File: config.mk
export PLATFORM = sky130hd
export DESIGN_NAME = dmac_chan
export DESIGN_NICKNAME = d
export VERILOG_FILES = /design/src/rtl/dmac_pkg.sv /design/src/rtl/dmac_regs.sv /design/src/rtl/dmac_seq.sv /design/src/rtl/dmac_chan.sv
export SDC_FILE = /design/constraint.sdc
export NUM_CORES = 1
export LEC_CHECK = 0
export ABC_AREA = 1
export BUFFER_PORTS_ARGS = -buffer_cell sky130_fd_sc_hd__buf_2
export CORE_MARGIN = 2
export CORE_UTILIZATION = 45
export CTS_BUF_LIST = sky130_fd_sc_hd__clkbuf_4 sky130_fd_sc_hd__clkbuf_8
export CTS_CLUSTER_SIZE = 14
export DETAILED_ROUTE_END_ITERATION = 8
export SYNTH_ARGS = -nofsm -noshare
export SYNTH_HDL_FRONTEND = slang
export SYNTH_SLANG_ARGS = --single-unit
export TNS_END_PERCENT = 5
File: constraint.sdc
create_clock -name clk -period 2.6 [get_ports clk]
set_input_delay 0 -clock clk [delete_from_list [all_inputs] [get_ports clk]]
set_output_delay 0 -clock clk [all_outputs]
set_load 0.01 [all_outputs]
File: src/rtl/dmac_pkg.sv
package dmac_pkg;

    typedef enum logic [2:0] {
        S_IDLE,
        S_FETCH,
        S_READ,
        S_WRITE,
        S_DONE,
        S_PARK,
        S_RELINK
    } dmac_state_t;

    // register byte offsets
    localparam int OFS_CTRL = 0;
    localparam int OFS_STAT = 4;
    localparam int OFS_CUR  = 12;
    localparam int OFS_NEXT = 16;

    // control register bits
    localparam int CB_EN     = 0;
    localparam int CB_APPEND = 1;

    // status register bits
    localparam int SB_ERR  = 5;
    localparam int SB_EOC  = 8;
    localparam int SB_EOT  = 9;
    localparam int SB_BUSY = 10;

    // descriptor control word bits
    localparam int DB_IE  = 4;
    localparam int DB_M2M = 6;

    localparam int DESC_WORDS = 5;

endpackage

File: src/rtl/dmac_regs.sv
module dmac_regs
    import dmac_pkg::*;
#(
    parameter int AW  = 32,
    parameter int DW  = 32,
    parameter int RAW = 5
) (
    input  logic           clk,
    input  logic           rst_n,
    input  logic           reg_we,
    input  logic [RAW-1:0] reg_addr,
    input  logic [DW-1:0]  reg_wdata,
    output logic [DW-1:0]  reg_rdata,
    output logic           en,
    output logic           append_pulse,
    output logic [AW-1:0]  next_ptr,
    input  logic           load_next,
    input  logic [AW-1:0]  load_val,
    input  logic [AW-1:0]  cur_desc,
    input  logic           busy,
    input  logic           set_eot,
    input  logic           eot_ie,
    input  logic           set_eoc,
    input  logic           set_err,
    output logic           st_eot,
    output logic           st_eoc,
    output logic           st_err,
    output logic           irq
);

    logic wr_ctrl, wr_stat, wr_next;
    logic en_q, eot_q, eoc_q, err_q, eot_irq_q;
    logic [AW-1:0] next_q;
    logic clr_eot, clr_eoc, clr_err;

    assign wr_ctrl = reg_we && (reg_addr == RAW'(OFS_CTRL));
    assign wr_stat = reg_we && (reg_addr == RAW'(OFS_STAT));
    assign wr_next = reg_we && (reg_addr == RAW'(OFS_NEXT));

    assign clr_eot = wr_stat && reg_wdata[SB_EOT];
    assign clr_eoc = wr_stat && reg_wdata[SB_EOC];
    assign clr_err = wr_stat && reg_wdata[SB_ERR];

    always_ff @(posedge clk) begin
        if (!rst_n) begin
            en_q      <= 1'b0;
            next_q    <= '0;
            eot_q     <= 1'b0;
            eoc_q     <= 1'b0;
            err_q     <= 1'b0;
            eot_irq_q <= 1'b0;
        end else begin
            if (set_err)
                en_q <= 1'b0;
            else if (wr_ctrl)
                en_q <= reg_wdata[CB_EN];

            if (load_next)
                next_q <= load_val;
            else if (wr_next)
                next_q <= reg_wdata[AW-1:0];

            // a hardware set wins over a software clear in the same cycle
            eot_q     <= set_eot | (eot_q & ~clr_eot);
            eot_irq_q <= (set_eot & eot_ie) | (eot_irq_q & ~clr_eot);
            eoc_q     <= set_eoc | (eoc_q & ~clr_eoc);
            err_q     <= set_err | (err_q & ~clr_err);
        end
    end

    assign en           = en_q;
    assign append_pulse = wr_ctrl && reg_wdata[CB_APPEND];
    assign next_ptr     = next_q;
    assign st_eot       = eot_q;
    assign st_eoc       = eoc_q;
    assign st_err       = err_q;
    assign irq          = eot_irq_q | eoc_q | err_q;

    always_comb begin
        reg_rdata = '0;
        case (reg_addr)
            RAW'(OFS_CTRL): reg_rdata[CB_EN] = en_q;
            RAW'(OFS_STAT): begin
                reg_rdata[SB_BUSY] = busy;
                reg_rdata[SB_EOT]  = eot_q;
                reg_rdata[SB_EOC]  = eoc_q;
                reg_rdata[SB_ERR]  = err_q;
            end
            RAW'(OFS_CUR):  reg_rdata = DW'(cur_desc);
            RAW'(OFS_NEXT): reg_rdata = DW'(next_q);
            default:        reg_rdata = '0;
        endcase
    end

endmodule

File: src/rtl/dmac_seq.sv
module dmac_seq
    import dmac_pkg::*;
#(
    parameter int AW = 32,
    parameter int DW = 32,
    parameter int CW = 25
) (
    input  logic          clk,
    input  logic          rst_n,
    input  logic          en,
    input  logic          append_pulse,
    input  logic [AW-1:0] next_ptr,
    output logic          load_next,
    output logic [AW-1:0] load_val,
    output logic [AW-1:0] cur_desc,
    output logic          busy,
    output logic          set_eot,
    output logic          eot_ie,
    output logic          set_eoc,
    output logic          set_err,
    output logic          mem_req,
    output logic          mem_we,
    output logic [AW-1:0] mem_addr,
    output logic [DW-1:0] mem_wdata,
    input  logic [DW-1:0] mem_rdata,
    input  logic          mem_ack,
    input  logic          mem_err
);

    localparam int IW  = $clog2(DESC_WORDS);
    localparam int WLW = CW - 1;

    dmac_state_t state, nxt;

    logic [IW-1:0]  widx;
    logic [AW-1:0]  cur_q, src_q, dst_q;
    logic [WLW-1:0] words_left;
    logic [DW-1:0]  dbuf;
    logic           ctl_ie;
    logic           app_pend;
    logic [CW:0]    wsum;
    logic           good_ack;
    logic           last_word;
    logic           link_nz;

    assign good_ack  = mem_ack && !mem_err;
    assign last_word = (widx == IW'(DESC_WORDS - 1));
    assign link_nz   = (mem_rdata[AW-1:0] != '0);
    assign wsum      = {1'b0, mem_rdata[CW-1:0]} + (CW+1)'(3);

    // state register
    always_ff @(posedge clk) begin
        if (!rst_n)
            state <= S_IDLE;
        else
            state <= nxt;
    end

    // next-state logic
    always_comb begin
        nxt = state;
        unique case (state)
            S_IDLE:
                if (en)
                    nxt = (next_ptr == '0) ? S_PARK : S_FETCH;
            S_FETCH:
                if (mem_ack) begin
                    if (mem_err || !en)
                        nxt = S_IDLE;
                    else if (last_word)
                        nxt = (mem_rdata[DB_M2M] && words_left != '0) ? S_READ : S_DONE;
                end
            S_READ:
                if (mem_ack)
                    nxt = (mem_err || !en) ? S_IDLE : S_WRITE;
            S_WRITE:
                if (mem_ack) begin
                    if (mem_err || !en)
                        nxt = S_IDLE;
                    else if (words_left == WLW'(1))
                        nxt = S_DONE;
                    else
                        nxt = S_READ;
                end
            S_DONE:
                if (!en)
                    nxt = S_IDLE;
                else
                    nxt = (next_ptr != '0) ? S_FETCH : S_PARK;
            S_PARK:
                if (!en)
                    nxt = S_IDLE;
                else if (app_pend)
                    nxt = S_RELINK;
            S_RELINK:
                if (mem_ack) begin
                    if (mem_err || !en)
                        nxt = S_IDLE;
                    else
                        nxt = link_nz ? S_FETCH : S_PARK;
                end
        endcase
    end

    // outputs
    always_comb begin
        mem_req   = 1'b0;
        mem_we    = 1'b0;
        mem_addr  = '0;
        mem_wdata = dbuf;
        busy      = 1'b1;
        set_eot   = 1'b0;
        set_eoc   = 1'b0;
        set_err   = 1'b0;
        load_next = 1'b0;
        unique case (state)
            S_IDLE: begin
                busy    = 1'b0;
                set_eoc = en && (next_ptr == '0);
            end
            S_FETCH: begin
                mem_req   = 1'b1;
                mem_addr  = cur_q + AW'({widx, 2'b00});
                set_err   = mem_ack && mem_err;
                load_next = good_ack && (widx == '0);
            end
            S_READ: begin
                mem_req  = 1'b1;
                mem_addr = src_q;
                set_err  = mem_ack && mem_err;
            end
            S_WRITE: begin
                mem_req  = 1'b1;
                mem_we   = 1'b1;
                mem_addr = dst_q;
                set_err  = mem_ack && mem_err;
            end
            S_DONE: begin
                set_eot = 1'b1;
                set_eoc = en && (next_ptr == '0);
            end
            S_PARK: begin
                busy = 1'b0;
            end
            S_RELINK: begin
                mem_req   = 1'b1;
                mem_addr  = cur_q;
                set_err   = mem_ack && mem_err;
                load_next = good_ack;
            end
        endcase
    end

    assign load_val = mem_rdata[AW-1:0];
    assign eot_ie   = ctl_ie;
    assign cur_desc = cur_q;

    // datapath
    always_ff @(posedge clk) begin
        if (!rst_n) begin
            widx       <= '0;
            cur_q      <= '0;
            src_q      <= '0;
            dst_q      <= '0;
            words_left <= '0;
            dbuf       <= '0;
            ctl_ie     <= 1'b0;
            app_pend   <= 1'b0;
        end else begin
            case (state)
                S_IDLE:
                    if (en && next_ptr != '0) begin
                        cur_q <= next_ptr;
                        widx  <= '0;
                    end
                S_FETCH:
                    if (mem_ack) begin
                        widx <= widx + IW'(1);
                        case (widx)
                            IW'(1): src_q      <= mem_rdata[AW-1:0];
                            IW'(2): dst_q      <= mem_rdata[AW-1:0];
                            IW'(3): words_left <= wsum[CW:2];
                            IW'(4): ctl_ie     <= mem_rdata[DB_IE];
                            default: ;
                        endcase
                    end
                S_READ:
                    if (mem_ack)
                        dbuf <= mem_rdata;
                S_WRITE:
                    if (mem_ack) begin
                        src_q      <= src_q + AW'(4);
                        dst_q      <= dst_q + AW'(4);
                        words_left <= words_left - WLW'(1);
                    end
                S_DONE:
                    if (en && next_ptr != '0) begin
                        cur_q <= next_ptr;
                        widx  <= '0;
                    end
                S_RELINK:
                    if (good_ack && link_nz) begin
                        cur_q <= mem_rdata[AW-1:0];
                        widx  <= '0;
                    end
                default: ;
            endcase

            if (state == S_IDLE || (state == S_PARK && app_pend))
                app_pend <= 1'b0;
            if (append_pulse && en && state != S_IDLE)
                app_pend <= 1'b1;
        end
    end

endmodule

File: src/rtl/dmac_chan.sv
module dmac_chan
    import dmac_pkg::*;
#(
    parameter int AW  = 32,
    parameter int DW  = 32,
    parameter int RAW = 5,
    parameter int CW  = 25
) (
    input  logic           clk,
    input  logic           rst_n,
    input  logic           reg_we,
    input  logic [RAW-1:0] reg_addr,
    input  logic [DW-1:0]  reg_wdata,
    output logic [DW-1:0]  reg_rdata,
    output logic           mem_req,
    output logic           mem_we,
    output logic [AW-1:0]  mem_addr,
    output logic [DW-1:0]  mem_wdata,
    input  logic [DW-1:0]  mem_rdata,
    input  logic           mem_ack,
    input  logic           mem_err,
    output logic           irq
);

    logic          en, append_pulse, load_next, busy;
    logic          set_eot, eot_ie, set_eoc, set_err;
    logic          st_eot, st_eoc, st_err;
    logic [AW-1:0] next_ptr, load_val, cur_desc;

    dmac_regs #(.AW(AW), .DW(DW), .RAW(RAW)) u_regs (
        .clk          (clk),
        .rst_n        (rst_n),
        .reg_we       (reg_we),
        .reg_addr     (reg_addr),
        .reg_wdata    (reg_wdata),
        .reg_rdata    (reg_rdata),
        .en           (en),
        .append_pulse (append_pulse),
        .next_ptr     (next_ptr),
        .load_next    (load_next),
        .load_val     (load_val),
        .cur_desc     (cur_desc),
        .busy         (busy),
        .set_eot      (set_eot),
        .eot_ie       (eot_ie),
        .set_eoc      (set_eoc),
        .set_err      (set_err),
        .st_eot       (st_eot),
        .st_eoc       (st_eoc),
        .st_err       (st_err),
        .irq          (irq)
    );

    dmac_seq #(.AW(AW), .DW(DW), .CW(CW)) u_seq (
        .clk          (clk),
        .rst_n        (rst_n),
        .en           (en),
        .append_pulse (append_pulse),
        .next_ptr     (next_ptr),
        .load_next    (load_next),
        .load_val     (load_val),
        .cur_desc     (cur_desc),
        .busy         (busy),
        .set_eot      (set_eot),
        .eot_ie       (eot_ie),
        .set_eoc      (set_eoc),
        .set_err      (set_err),
        .mem_req      (mem_req),
        .mem_we       (mem_we),
        .mem_addr     (mem_addr),
        .mem_wdata    (mem_wdata),
        .mem_rdata    (mem_rdata),
        .mem_ack      (mem_ack),
        .mem_err      (mem_err)
    );

endmodule

==> results of run 1 <==
power breakdown:
group | switching [mW] | total [mW] | internal (mW)
Clock | 1.40 | 2.32 | 0.914
Sequential | 0.881 | 4.54 | 3.66
Combinational | 3.67 | 5.39 | 1.72
final cells by class:
type                    instances  area [um^2]  share of cell area (%)
multi-input cells            1726         8280                    51.2
flip-flops and latches        197         3960                    24.5
repair buffers                299         2100                    13.0
inverters                     243          915                    5.65
well taps                     390          488                    3.02
clock buffers                  17          234                    1.45
clock inverters                15          209                    1.29
placed cells by master, fill, tap and decap left out, drive strengths merged, types with 3 or more instances in the layout:
| cell type | count |
|---|---|
| nand2 | 525 |
| nor2 | 379 |
| o21ai | 287 |
| inv | 246 |
| buf | 214 |
| dfxtp | 197 |
| a21oi | 152 |
| nand3 | 144 |
| dlygate4sd3 | 85 |
| nor3 | 52 |
| nand4 | 27 |
| nor4 | 20 |
| a31oi | 20 |
| xor2 | 18 |
| clkbuf | 17 |
| a221oi | 14 |
| ha | 13 |
| o211ai | 12 |
| o22ai | 10 |
| nand3b | 9 |
| or2 | 8 |
| o2111ai | 8 |
| clkinv | 8 |
| o221ai | 7 |
| o31ai | 5 |
| xnor2 | 4 |
| a22oi | 3 |
| a211oi | 3 |
registers in the layout, indices dropped and copies added, names as in the netlist:
| signal | count |
|---|---|
| u_seq.dst_q | 32 |
| u_seq.state | 3 |
| u_seq.mem_wdata | 32 |
| u_seq.app_pend | 1 |
| u_seq.eot_ie | 1 |
| u_seq.words_left | 24 |
| u_regs.eot_irq_q | 1 |
| u_regs.next_ptr | 32 |
| u_regs.st_err | 1 |
| u_seq.src_q | 32 |
| u_seq.widx | 3 |
| u_regs.st_eoc | 1 |
| u_seq.cur_desc | 32 |
| u_regs.en | 1 |
| u_regs.st_eot | 1 |
logic make-up after synthesis:
family / count (synthesis) / share of synthesized area (%)
DFF: 197 / 29.2
adders and majority gates: 14 / 1.35
AOI/OAI and AO/OA: 523 / 21.4
xor gates and xnor gates: 22 / 1.43
and+or+nand+nor: 1166 / 36.1
buffers and inverters: 348 / 10.5
worst paths after layout:
check                           cells after the start  slack [ns]              endpoint
worst max-delay path                               15        0.03          mem_addr[22]
worst min-delay path                                4        0.05  u_seq.words_left[11]
worst max register to register                      9        0.05   u_regs.next_ptr[27]
worst min register to register                      2        0.47        u_seq.src_q[0]
worst register-to-register path: stages, from the launching register on:
cell and delay [ns]:
dfxtp_2 0.37, buf_4 0.13, inv_1 0.07, ha_1 0.24
nand4_2 0.12, nand2_2 0.07, buf_4 0.26, nor4_1 0.57
nor3_2 0.06, dlygate4sd3_1 0.57
timing repair:
action / 4_1_cts / 5_1_grt
setup buffers: 2 / 1
pin swaps: 1 / 4
setup endpoints to repair: 15 / 34
hold buffers: 85 / 0
endpoints found under the hold margin: 101 / 0
gates resized for setup: 15 / 35
cloned: 0 / 1
layer usage:
layer	up-vias	wire length [um]
li1	7916	-
met1	7787	25500
met3	191	5210
met5	-	0
met2	908	27300
met4	0	3570
metrics by stage:
| step | cell area (um^2) | total power, mW | setup WS, ns | TNS [ns] | cells |
|---|---|---|---|---|---|
| after floorplan | 13500 | 7.60 | 0.533 | 0 | 2270 |
| after global placement | 14700 | 9.49 | 0.271 | 0 | 2766 |
| after detailed placement | 14700 | 9.53 | 0.145 | 0 | 2766 |
| after CTS | 16100 | 12.0 | -0.0608 | -0.227 | 2885 |
| after global routing | 16200 | 12.9 | -0.148 | -0.556 | 2887 |
| final | 16200 | 12.2 | 0.0326 | 0 | 2887 |
==> summary.txt, run 1 <==
Outcome
  • Status: finished, final reports clean

STA
  • RSZ-0062 raised after global routing: true
  • Final Setup Violations: 0
  • Clock Skew: 0.0275 ns
  • Minimum clock period: 2.57 ns
  • WHS: 0.0479 ns
  • Worst slew margin: 46.9%
  • Max Clk Rate: 0.389 GHz
  • Hold Violations, Final: 0
  • Least-Margin Pin Slew: 0.796 ns
  • Final Cycle Share: 98.7%
  • Max-slew violations: 0

Setup path
  • Worst Path Required: 2.60 ns
  • Crit path from: u_seq.cur_desc[2]
  • Crit start category: flip-flop
  • Critical path's top delay family: simple AND/OR/NAND/NOR gates
  • WP buf/inv: 4
  • Worst-path cell chain: ha_4 > inv_2 > fa_2 > inv_2 > nand2_4 > nand2_4 > nand3_4 > nor2_4 > nand2_4 > nor2_4 > inv_2 > o21ai_2 > nand3_1 > nand2_1 > buf_2
  • Crit Path Category: reg2out
  • Slowest cell on crit path: dfxtp_4
  • Arrival time at the worst endpoint: 2.57 ns
  • Reg2reg start: u_seq.widx[0]
  • Critical Path Max Stage Delay: 0.39 ns
  • Worst Setup End Kind: output port
  • Worst-path maximum fanout: 3

Clocking
  • CTS tree: yes
  • Num CTS Buffers: 17
  • Worst-path clk slew: 0.12 ns
  • CTS H-tree lvls: 4
  • Clk sinks: 197
  • Longest Clk Path Bufs: 2
  • Worst-skew pair later-pin latency: 0.54 ns
  • CTS root buf: clkbuf_8

GRT
  • Global Route met1 Usage: 49.5%
  • Initial antenna violation count: 0
  • Overall global routing resource usage: 38.4%
  • Busiest grt layer: met2
  • Largest net degree at the start of global routing: 97
  • First-pass GRT wire length: 90,400 um
  • Routing usage on met2: 60.8%
  • Vias in the first global route: 15.3k
  • GRT met3 Usage: 6.62%
  • Total gr overflow: 0

Cells and area
  • Ratio of cells with drive above 1 in the final layout: 13.3%
  • Post-Route Utilization: 54.7%
  • Final Net Count: 2,572
  • Number of fill cells: 3,108
  • Synth-to-Final Area Change: 20.0%
  • N_diodes: 0

Die
  • Initial core utilization: 45.6%
  • Rows: 63
  • Core ar.: 29,600 um^2
  • Die X: 177 um
  • Die area: 31,400 um^2
  • Die Ht: 177 um
  • Number of top-level pins: 173

Synth
  • Synth async-reset ratio: 0%
  • Number of synthesized flops with an enable pin: 0
  • Most area-consuming cells after synthesis: dfxtp_1 29%, nand2_1 14%, nor2_1 10%
  • Syn nets: 2,358
  • Post-synth top cells: 520 x nand2_1, 372 x nor2_1, 267 x o21ai_0, 227 x inv_1, 197 x dfxtp_1
  • Mean post-synth cell area: 5.94 um^2
  • Yosys warnings: 0
  • Mapped Area: 13,500 um^2
  • Leading area contributor after synthesis: dfxtp_1
  • Most frequent cell after synthesis: nand2_1
  • Yosys reg bits: 197
  • Seq/Total Area, Yosys: 29.2%
  • Synth top area share: 29.2%
  • Dominant synthesized flop cell: dfxtp_1
  • Synthesized instance count: 2,270
  • Yosys cell types: 48

Drt
  • Vias: 16.8k
  • Routed Antenna Nets: 0
  • Vias/cell: 5.82
  • Final wirelength: 61,600 um
  • Drt first pass iters: 6
  • DRC viols: 0
  • DR WL/cell: 21.3 um
  • Drt initial violations: 1,962

Power and ir drop
  • VDD IR-drop max: 0.452 mV
  • Pwr Density: 757 nW/um^2
  • Static leakage: 6.85 nW

Placement
  • Detailed Place HPWL: 45,900 um
  • # port buffers: 172
  • GPL Wtd Cong: 0.977

Worst hold path
  • Hold Path Class: in2reg
  • Hold Startpoint: mem_rdata[13]

Job
  • Max Cap Viol: 0
Power figures use the tool's default switching activity.
==> inputs of run 2 (changes only) <==
==> constraint.sdc (replaced) <==
create_clock -name clk -period 2.6 [get_ports clk]
set_input_delay 0.13 -clock clk [delete_from_list [all_inputs] [get_ports clk]]
set_output_delay 0.13 -clock clk [all_outputs]
set_load 0.01 [all_outputs]
==> summary.txt, run 2 (synthesized netlist as in run 1, its figures left out) <==
Outcome
  • Status: finished with violations
  • Failing checks: negative setup slack

Die
  • Core ar.: 29,600 um^2 (unchanged)
  • Die area: 31,400 um^2 (unchanged)
  • Initial core utilization: 45.6% (unchanged)
  • Die X: 177 um (unchanged)
  • Number of top-level pins: 173 (unchanged)
  • Rows: 63 (unchanged)
  • Die Ht: 177 um (unchanged)

Cells and area
  • Most common cell after layout, fill and taps aside: nand2_1
  • Multi-input logic area: 8300 um^2 (+0.20%)
  • Number of fill cells: 3,104 (-0.13%)
  • Final Net Count: 2,557 (-0.58%)
  • Synth-to-Final Area Change: 19.2%
  • Commonest non-fill, non-tap cells in the layout: 515 x nand2_1, 367 x nor2_1, 264 x o21ai_0
  • N_diodes: 0 (unchanged)
  • Finished Layout Cells: 2,871 (-0.55%)
  • FF+latch area: 3950 um^2 (about the same)
  • Ratio of cells with drive above 1 in the final layout: 13.7% (+0.41 points)

Power and ir drop
  • Clock share of power: 19.3% (+0.4 points)
  • VDD IR-drop max: 0.434 mV (-4.0%)
  • Sw Ratio: 47.6% (-1.0 points)
  • Pwr Density: 774 nW/um^2 (+2.2%)
  • Reg power frac: 36.1% (-0.9 points)
  • Switching power: 5.92 mW (-0.57%)
  • Combinational share of power: 44.6% (+0.6 points)
  • Internal: 6.52 mW (+3.6%)
  • Static leakage: 6.84 nW (-0.15%)

Setup path
  • Reg2reg start: u_seq.state[0]
  • Crit Path Category: reg2out
  • Worst Setup End Kind: output port
  • Worst Path Required: 2.47 ns (-0.13 ns)
  • Worst-path cell chain: ha_4 > inv_2 > fa_2 > inv_2 > nand2_4 > nand2_4 > nand3_4 > nor2_4 > buf_4 > a21oi_1 > o31ai_2 > buf_2
  • Arrival time at the worst endpoint: 2.53 ns (-0.04 ns)
  • Worst-path maximum fanout: 3 (unchanged)
  • Critical Path Max Stage Delay: 0.38 ns (about the same)
  • Slowest cell on crit path: dfxtp_2
  • Crit start category: flip-flop
  • Crit path from: u_seq.cur_desc[2]

GRT
  • Initial antenna violation count: 0 (unchanged)
  • First-pass GRT wire length: 90,400 um (about the same)
  • Overall global routing resource usage: 38.4% (about the same)
  • Vias in the first global route: 15.1k (-1.4%)
  • Largest net degree at the start of global routing: 166 (+71%)
  • Total gr overflow: 0 (unchanged)

Placement
  • # placed instances: 2,775 (+0.33%)
  • Detailed Place HPWL: 46,200 um (+0.65%)
  • # port buffers: 172 (unchanged)
  • GPL Wtd Cong: 0.964 (-1.3%)

Clocking
  • CTS H-tree lvls: 4 (unchanged)
  • Worst-path clk slew: 0.12 ns (about the same)
  • Clk sinks: 197 (unchanged)
  • Worst-skew pair later-pin latency: 0.54 ns (about the same)
  • Num CTS Buffers: 17 (unchanged)
  • Longest Clk Path Bufs: 2 (unchanged)
  • CTS tree: yes
  • CTS root buf: clkbuf_8

STA
  • Clock Skew: 0.0211 ns (-0.00630 ns)
  • Worst slew margin: 50.7% (+3.8 points)
  • Minimum clock period: 2.66 ns (+0.0951 ns)
  • RSZ-0062 raised after global routing: true
  • WHS: 0.0116 ns (-0.0363 ns)
  • Final Setup Violations: 7 (+7)
  • Max Clk Rate: 0.376 GHz (-3.6%)
  • Final Cycle Share: 102% (+3.7 points)
  • Least-Margin Pin Slew: 0.737 ns (-0.0591 ns)
  • Hold Violations, Final: 0 (unchanged)
  • Max-slew violations: 0 (unchanged)
  • Setup WS post-layout: -0.0626 ns (-0.0951 ns)

Drt
  • Drt first pass iters: 6 (unchanged)
  • Vias: 16.8k (-0.21%)
  • DR WL/cell: 21.3 um (about the same)
  • Final wirelength: 61,300 um (-0.48%)
  • Vias/cell: 5.84 (+0.35%)
  • DRC viols: 0 (unchanged)
  • Routed Antenna Nets: 0 (unchanged)
  • Drt initial violations: 1,984 (+1.1%)

Worst hold path
  • Hold Startpoint: mem_rdata[30]
  • Hold Path Class: in2reg

Job
  • Max Cap Viol: 0 (unchanged)
-- run 2: cell count changes in the layout (fill, tap and decap cells not counted), moves of 2 or more --
| cell | change |
|---|---|
| inv_2 | -2 |
| clkinvlp_4 | -2 |
| clkinv_8 | -3 |
| bufinv_16 | +2 |
| dlygate4sd3_1 | -23 |
| clkinv_4 | +2 |
| buf_4 | +6 |
| buf_12 | +3 |
-- run 2: what timing repair did --
action,CTS,global route
hold endpoints to repair,44,0
buffers inserted,2,1
setup endpoints to repair,19,38
hold buffers,62,0
resized for setup,35,16
pin swaps,8,9
-- run 2: final cells by class --
type,count,area share [%]
Multi-Input combinational cell,1725,51.6
Inverter,243,5.70
Clock buffer,17,1.46
Clock inverter,14,1.35
Timing Repair Buffer,285,12.3
Tap cell,390,3.03
Sequential cell,197,24.6
-- run 2: final timing paths --
check | endpoint | depth (start not counted) | slack (ns)
max | mem_addr[24] | 12 | -0.06
min | u_regs.next_ptr[30] | 3 | 0.01
max reg2reg | u_regs.next_ptr[6] | 11 | 0.03
min reg2reg | u_seq.dst_q[0] | 2 | 0.47
-- run 2: power by group through the flow --
| stage | Clock (mW) | Sequential, mW | Combinational [mW] |
|---|---|---|---|
| after floorplan | 0 | 4.24 | 3.36 |
| after global placement | 0 | 4.48 | 5.15 |
| after detailed placement | 0 | 4.48 | 5.18 |
| after CTS | 2.41 | 4.43 | 5.37 |
| after global routing | 2.52 | 4.55 | 6.09 |
| final | 2.40 | 4.50 | 5.55 |
-- run 2: critical path, delay by kind of cell (launching register included) --
kind                     cells  cell delay (ns)
AND/OR/NAND/NOR              4             0.36
buffers and inverters        4             0.46
flip-flops                   1             0.38
adder cells (fa/ha/maj)      2             0.47
AO/OA/AOI/OAI                2             0.34
-- run 2: stage by stage --
step / util (%) / setup slack (ns) / TNS (ns) / power, mW / area (um^2)
after detailed placement: 50.1 / 0.0670 / 0 / 9.66 / 14800
final: 54.4 / -0.0626 / -0.332 / 12.4 / 16100
after global placement: 50.1 / 0.182 / 0 / 9.63 / 14800
after floorplan: - / 0.403 / 0 / 7.60 / 13500
after CTS: 54.2 / -0.150 / -0.829 / 12.2 / 16000
after global routing: 54.4 / -0.193 / -2.43 / 13.2 / 16100
-- run 2: routing by layer --
metal	global-route usage, %	routed length (um)
met1	51.0	25100
met2	61.3	27500
met3	5.73	5570
met4	17.7	3070
met5	0	0
==> inputs of run 3 (changes only) <==
--- a/config.mk
+++ b/config.mk
@@ -12,6 +12,7 @@
 export CTS_BUF_LIST = sky130_fd_sc_hd__clkbuf_4 sky130_fd_sc_hd__clkbuf_8
 export CTS_CLUSTER_SIZE = 14
 export DETAILED_ROUTE_END_ITERATION = 8
+export GPL_TIMING_DRIVEN = 0
 export SYNTH_ARGS = -nofsm -noshare
 export SYNTH_HDL_FRONTEND = slang
 export SYNTH_SLANG_ARGS = --single-unit
==> summary.txt, run 3 (synthesized netlist as in run 1, its figures left out) <==
Power and ir drop
  • Total Power: 12.6 mW (+1.1%)
  • Reg power frac: 36.3% (+0.2 points)
  • Static leakage: 6.89 nW (+0.67%)
  • Pwr Density: 777 nW/um^2 (+0.44%)
  • Combinational share of power: 45.4% (+0.8 points)
  • Switching power: 6.11 mW (+3.2%)
  • VDD IR-drop max: 0.597 mV (+38%)
  • Clock share of power: 18.3% (-1.0 points)
  • Sw Ratio: 48.6% (+1.0 points)
  • Internal: 6.46 mW (-0.89%)

Drt
  • Drt first pass iters: 8 (+2)
  • DR WL/cell: 23.3 um (+9.0%)
  • DRC viols: 0 (unchanged)
  • Vias/cell: 6.01 (+2.9%)
  • Routed Antenna Nets: 0 (unchanged)
  • Final wirelength: 68,200 um (+11%)
  • Drt initial violations: 2,436 (+23%)
  • Vias: 17.6k (+5.0%)

Worst hold path
  • Hold path cells: 3 (unchanged)
  • Hold endpoint: u_regs.next_ptr[30]
  • Hold Startpoint: mem_rdata[30]
  • Hold Path Class: in2reg

Cells and area
  • Fin area: 16,200 um^2 (+0.62%)
  • Ratio of cells with drive above 1 in the final layout: 14.4% (+0.68 points)
  • Final Net Count: 2,614 (+2.2%)
  • Synth-to-Final Area Change: 20.0%
  • Most common cell after layout, fill and taps aside: nand2_1
  • Commonest non-fill, non-tap cells in the layout: 513 x nand2_1, 366 x nor2_1, 258 x o21ai_0
  • Number of fill cells: 3,196 (+3.0%)

STA
  • Hold Violations, Final: 0 (unchanged)
  • Final Setup Violations: 18 (+11)
  • Setup TNS: -1.42 ns (-1.08 ns)
  • Worst slew margin: 27.9% (-23 points)
  • Setup WS post-layout: -0.158 ns (-0.0958 ns)
  • Clock Skew: 0.0261 ns (+0.00490 ns)
  • RSZ-0062 raised after global routing: true
  • Max Clk Rate: 0.363 GHz (-3.5%)
  • Least-Margin Pin Slew: 1.08 ns (+0.345 ns)
  • Max-slew violations: 0 (unchanged)
  • Minimum clock period: 2.76 ns (+0.0958 ns)
  • Final Cycle Share: 106% (+3.7 points)

Clocking
  • CTS root buf: clkbuf_8
  • CTS H-tree lvls: 4 (unchanged)
  • Num CTS Buffers: 17 (unchanged)
  • Worst-skew pair later-pin latency: 0.52 ns (-0.02 ns)
  • Worst-path clk slew: 0.13 ns (about the same)
  • Clk sinks: 197 (unchanged)
  • CTS tree: yes
  • Longest Clk Path Bufs: 2 (unchanged)

Outcome
  • Failing checks: negative setup slack
  • Status: finished with violations

GRT
  • Largest net degree at the start of global routing: 17 (-90%)
  • GRT met3 Usage: 10.9% (+5.1 points)
  • Overall global routing resource usage: 43.2% (+4.7 points)
  • Total gr overflow: 0 (unchanged)
  • Routing usage on met2: 65.2% (+3.8 points)
  • First-pass GRT wire length: 99,700 um (+10%)
  • Global Route met1 Usage: 56.4% (+5.4 points)
  • Vias in the first global route: 16.1k (+6.5%)
  • Initial antenna violation count: 3 (+3)
  • Busiest grt layer: met2

Die
  • Core ar.: 29,600 um^2 (unchanged)
  • Die area: 31,400 um^2 (unchanged)
  • Initial core utilization: 45.6% (unchanged)
  • Number of top-level pins: 173 (unchanged)
  • Die X: 177 um (unchanged)
  • Rows: 63 (unchanged)
  • Die Ht: 177 um (unchanged)

Setup path
  • Setup slack, reg-to-reg: -0.04 ns (-0.07 ns)
  • Worst-path maximum fanout: 3 (unchanged)
  • Worst reg2reg path depth: 9 (-2)
  • Worst Setup End Kind: output port
  • R2R Path End: u_regs.next_ptr[18]
  • Reg2reg start: u_seq.widx[0]
  • Crit Path Category: reg2out
  • Arrival time at the worst endpoint: 2.63 ns (+0.10 ns)
  • Crit start category: flip-flop
  • Worst Path Required: 2.47 ns (about the same)

Placement
  • GPL Wtd Cong: 1.03 (+6.9%)
  • Placed instance area: 14,800 um^2 (+0.14%)
  • # port buffers: 171 (-0.58%)
  • Detailed Place HPWL: 52,900 um (+14%)
  • Pre-CTS WS: -0.186 ns (-0.253 ns)

Job
  • Max Cap Viol: 0 (unchanged)
run 3: cell types whose count changed in the layout (fill, tap and decap cells not counted), moves of 6 or more:
cell / previous run / this run
dlygate4sd3_1: 62 / 54
buf_6: 1 / 9
clkbuf_1: 0 / 50
buf_2: 171 / 194
o21ai_0: 264 / 258
buf_4: 43 / 25
buf_12: 8 / 0
run 3: timing repair:
item,in CTS,in global routing
endpoints found under the setup margin,32,67
hold buffers,54,0
pin swaps,6,4
buffers inserted,10,2
gates resized for setup,56,42
gates cloned,0,0
hold endpoints to repair,40,0
run 3: worst max-delay path by stage:
stage / depth (start not counted) / slack [ns] / endpoint / start
5_1_grt: 15 / -0.25 / mem_addr[20] / u_seq.cur_desc[2]
2_1_floorplan: 14 / 0.40 / mem_addr[22] / u_seq.widx[0]
6_report: 13 / -0.16 / mem_addr[24] / u_seq.cur_desc[2]
3_5_place_dp: 15 / -0.19 / mem_addr[20] / u_seq.widx[0]
3_3_place_gp: 15 / -0.17 / mem_addr[20] / u_seq.widx[0]
4_1_cts: 15 / -0.13 / mem_addr[20] / u_seq.cur_desc[2]
run 3: cell type report:
| cell class | instances | area (um^2) | area share, % |
|---|---|---|---|
| antenna | 2 | 5.00 | 0.0309 |
| buffer | 105 | 547 | 3.38 |
| clock buffer | 21 | 283 | 1.75 |
| clock inverter | 10 | 144 | 0.889 |
| inverter | 243 | 915 | 5.65 |
| multi-input combinational | 1725 | 8350 | 51.6 |
| sequential | 197 | 3960 | 24.5 |
| tap | 390 | 488 | 3.02 |
| timing repair buffer | 237 | 1490 | 9.23 |
run 3: critical path: stages (launching register included):
cell	delay (ns)
dfxtp_2	0.38
ha_4	0.14
inv_2	0.04
fa_2	0.34
inv_2	0.08
nand2_4	0.05
nand2_4	0.09
nand3_4	0.09
nor2_4	0.15
buf_4	0.12
buf_4	0.11
a21oi_1	0.07
o31ai_2	0.26
buf_2	0.19
run 3: power by group through the flow:
stage	sequential, mW	clock [mW]	combinational [mW]
floorplan	4.24	0	3.36
global placement	4.54	0	5.11
detailed placement	4.54	0	5.17
CTS	4.49	2.29	5.41
global route	4.61	2.40	6.18
finish	4.57	2.31	5.70
run 3: metrics by stage:
| step | std cells | util [%] | hold WS [ns] |
|---|---|---|---|
| after floorplan | 2270 | - | 0.265 |
| after global placement | 2831 | 50.2 | 0.390 |
| after detailed placement | 2831 | 50.2 | 0.386 |
| after CTS | 2926 | 54.3 | 0.00115 |
| after global routing | 2928 | 54.7 | 0.00376 |
| final | 2930 | 54.7 | 0.0138 |
run 3: layer usage:
layer / wire [um] / part of all wire, % / vias up
met3: 7740 / 11 / 252
li1: - / - / 8002
met4: 4390 / 6.4 / 2
met1: 27300 / 40 / 8167
met2: 28800 / 42 / 1189
met5: 13 / 0.019 / -
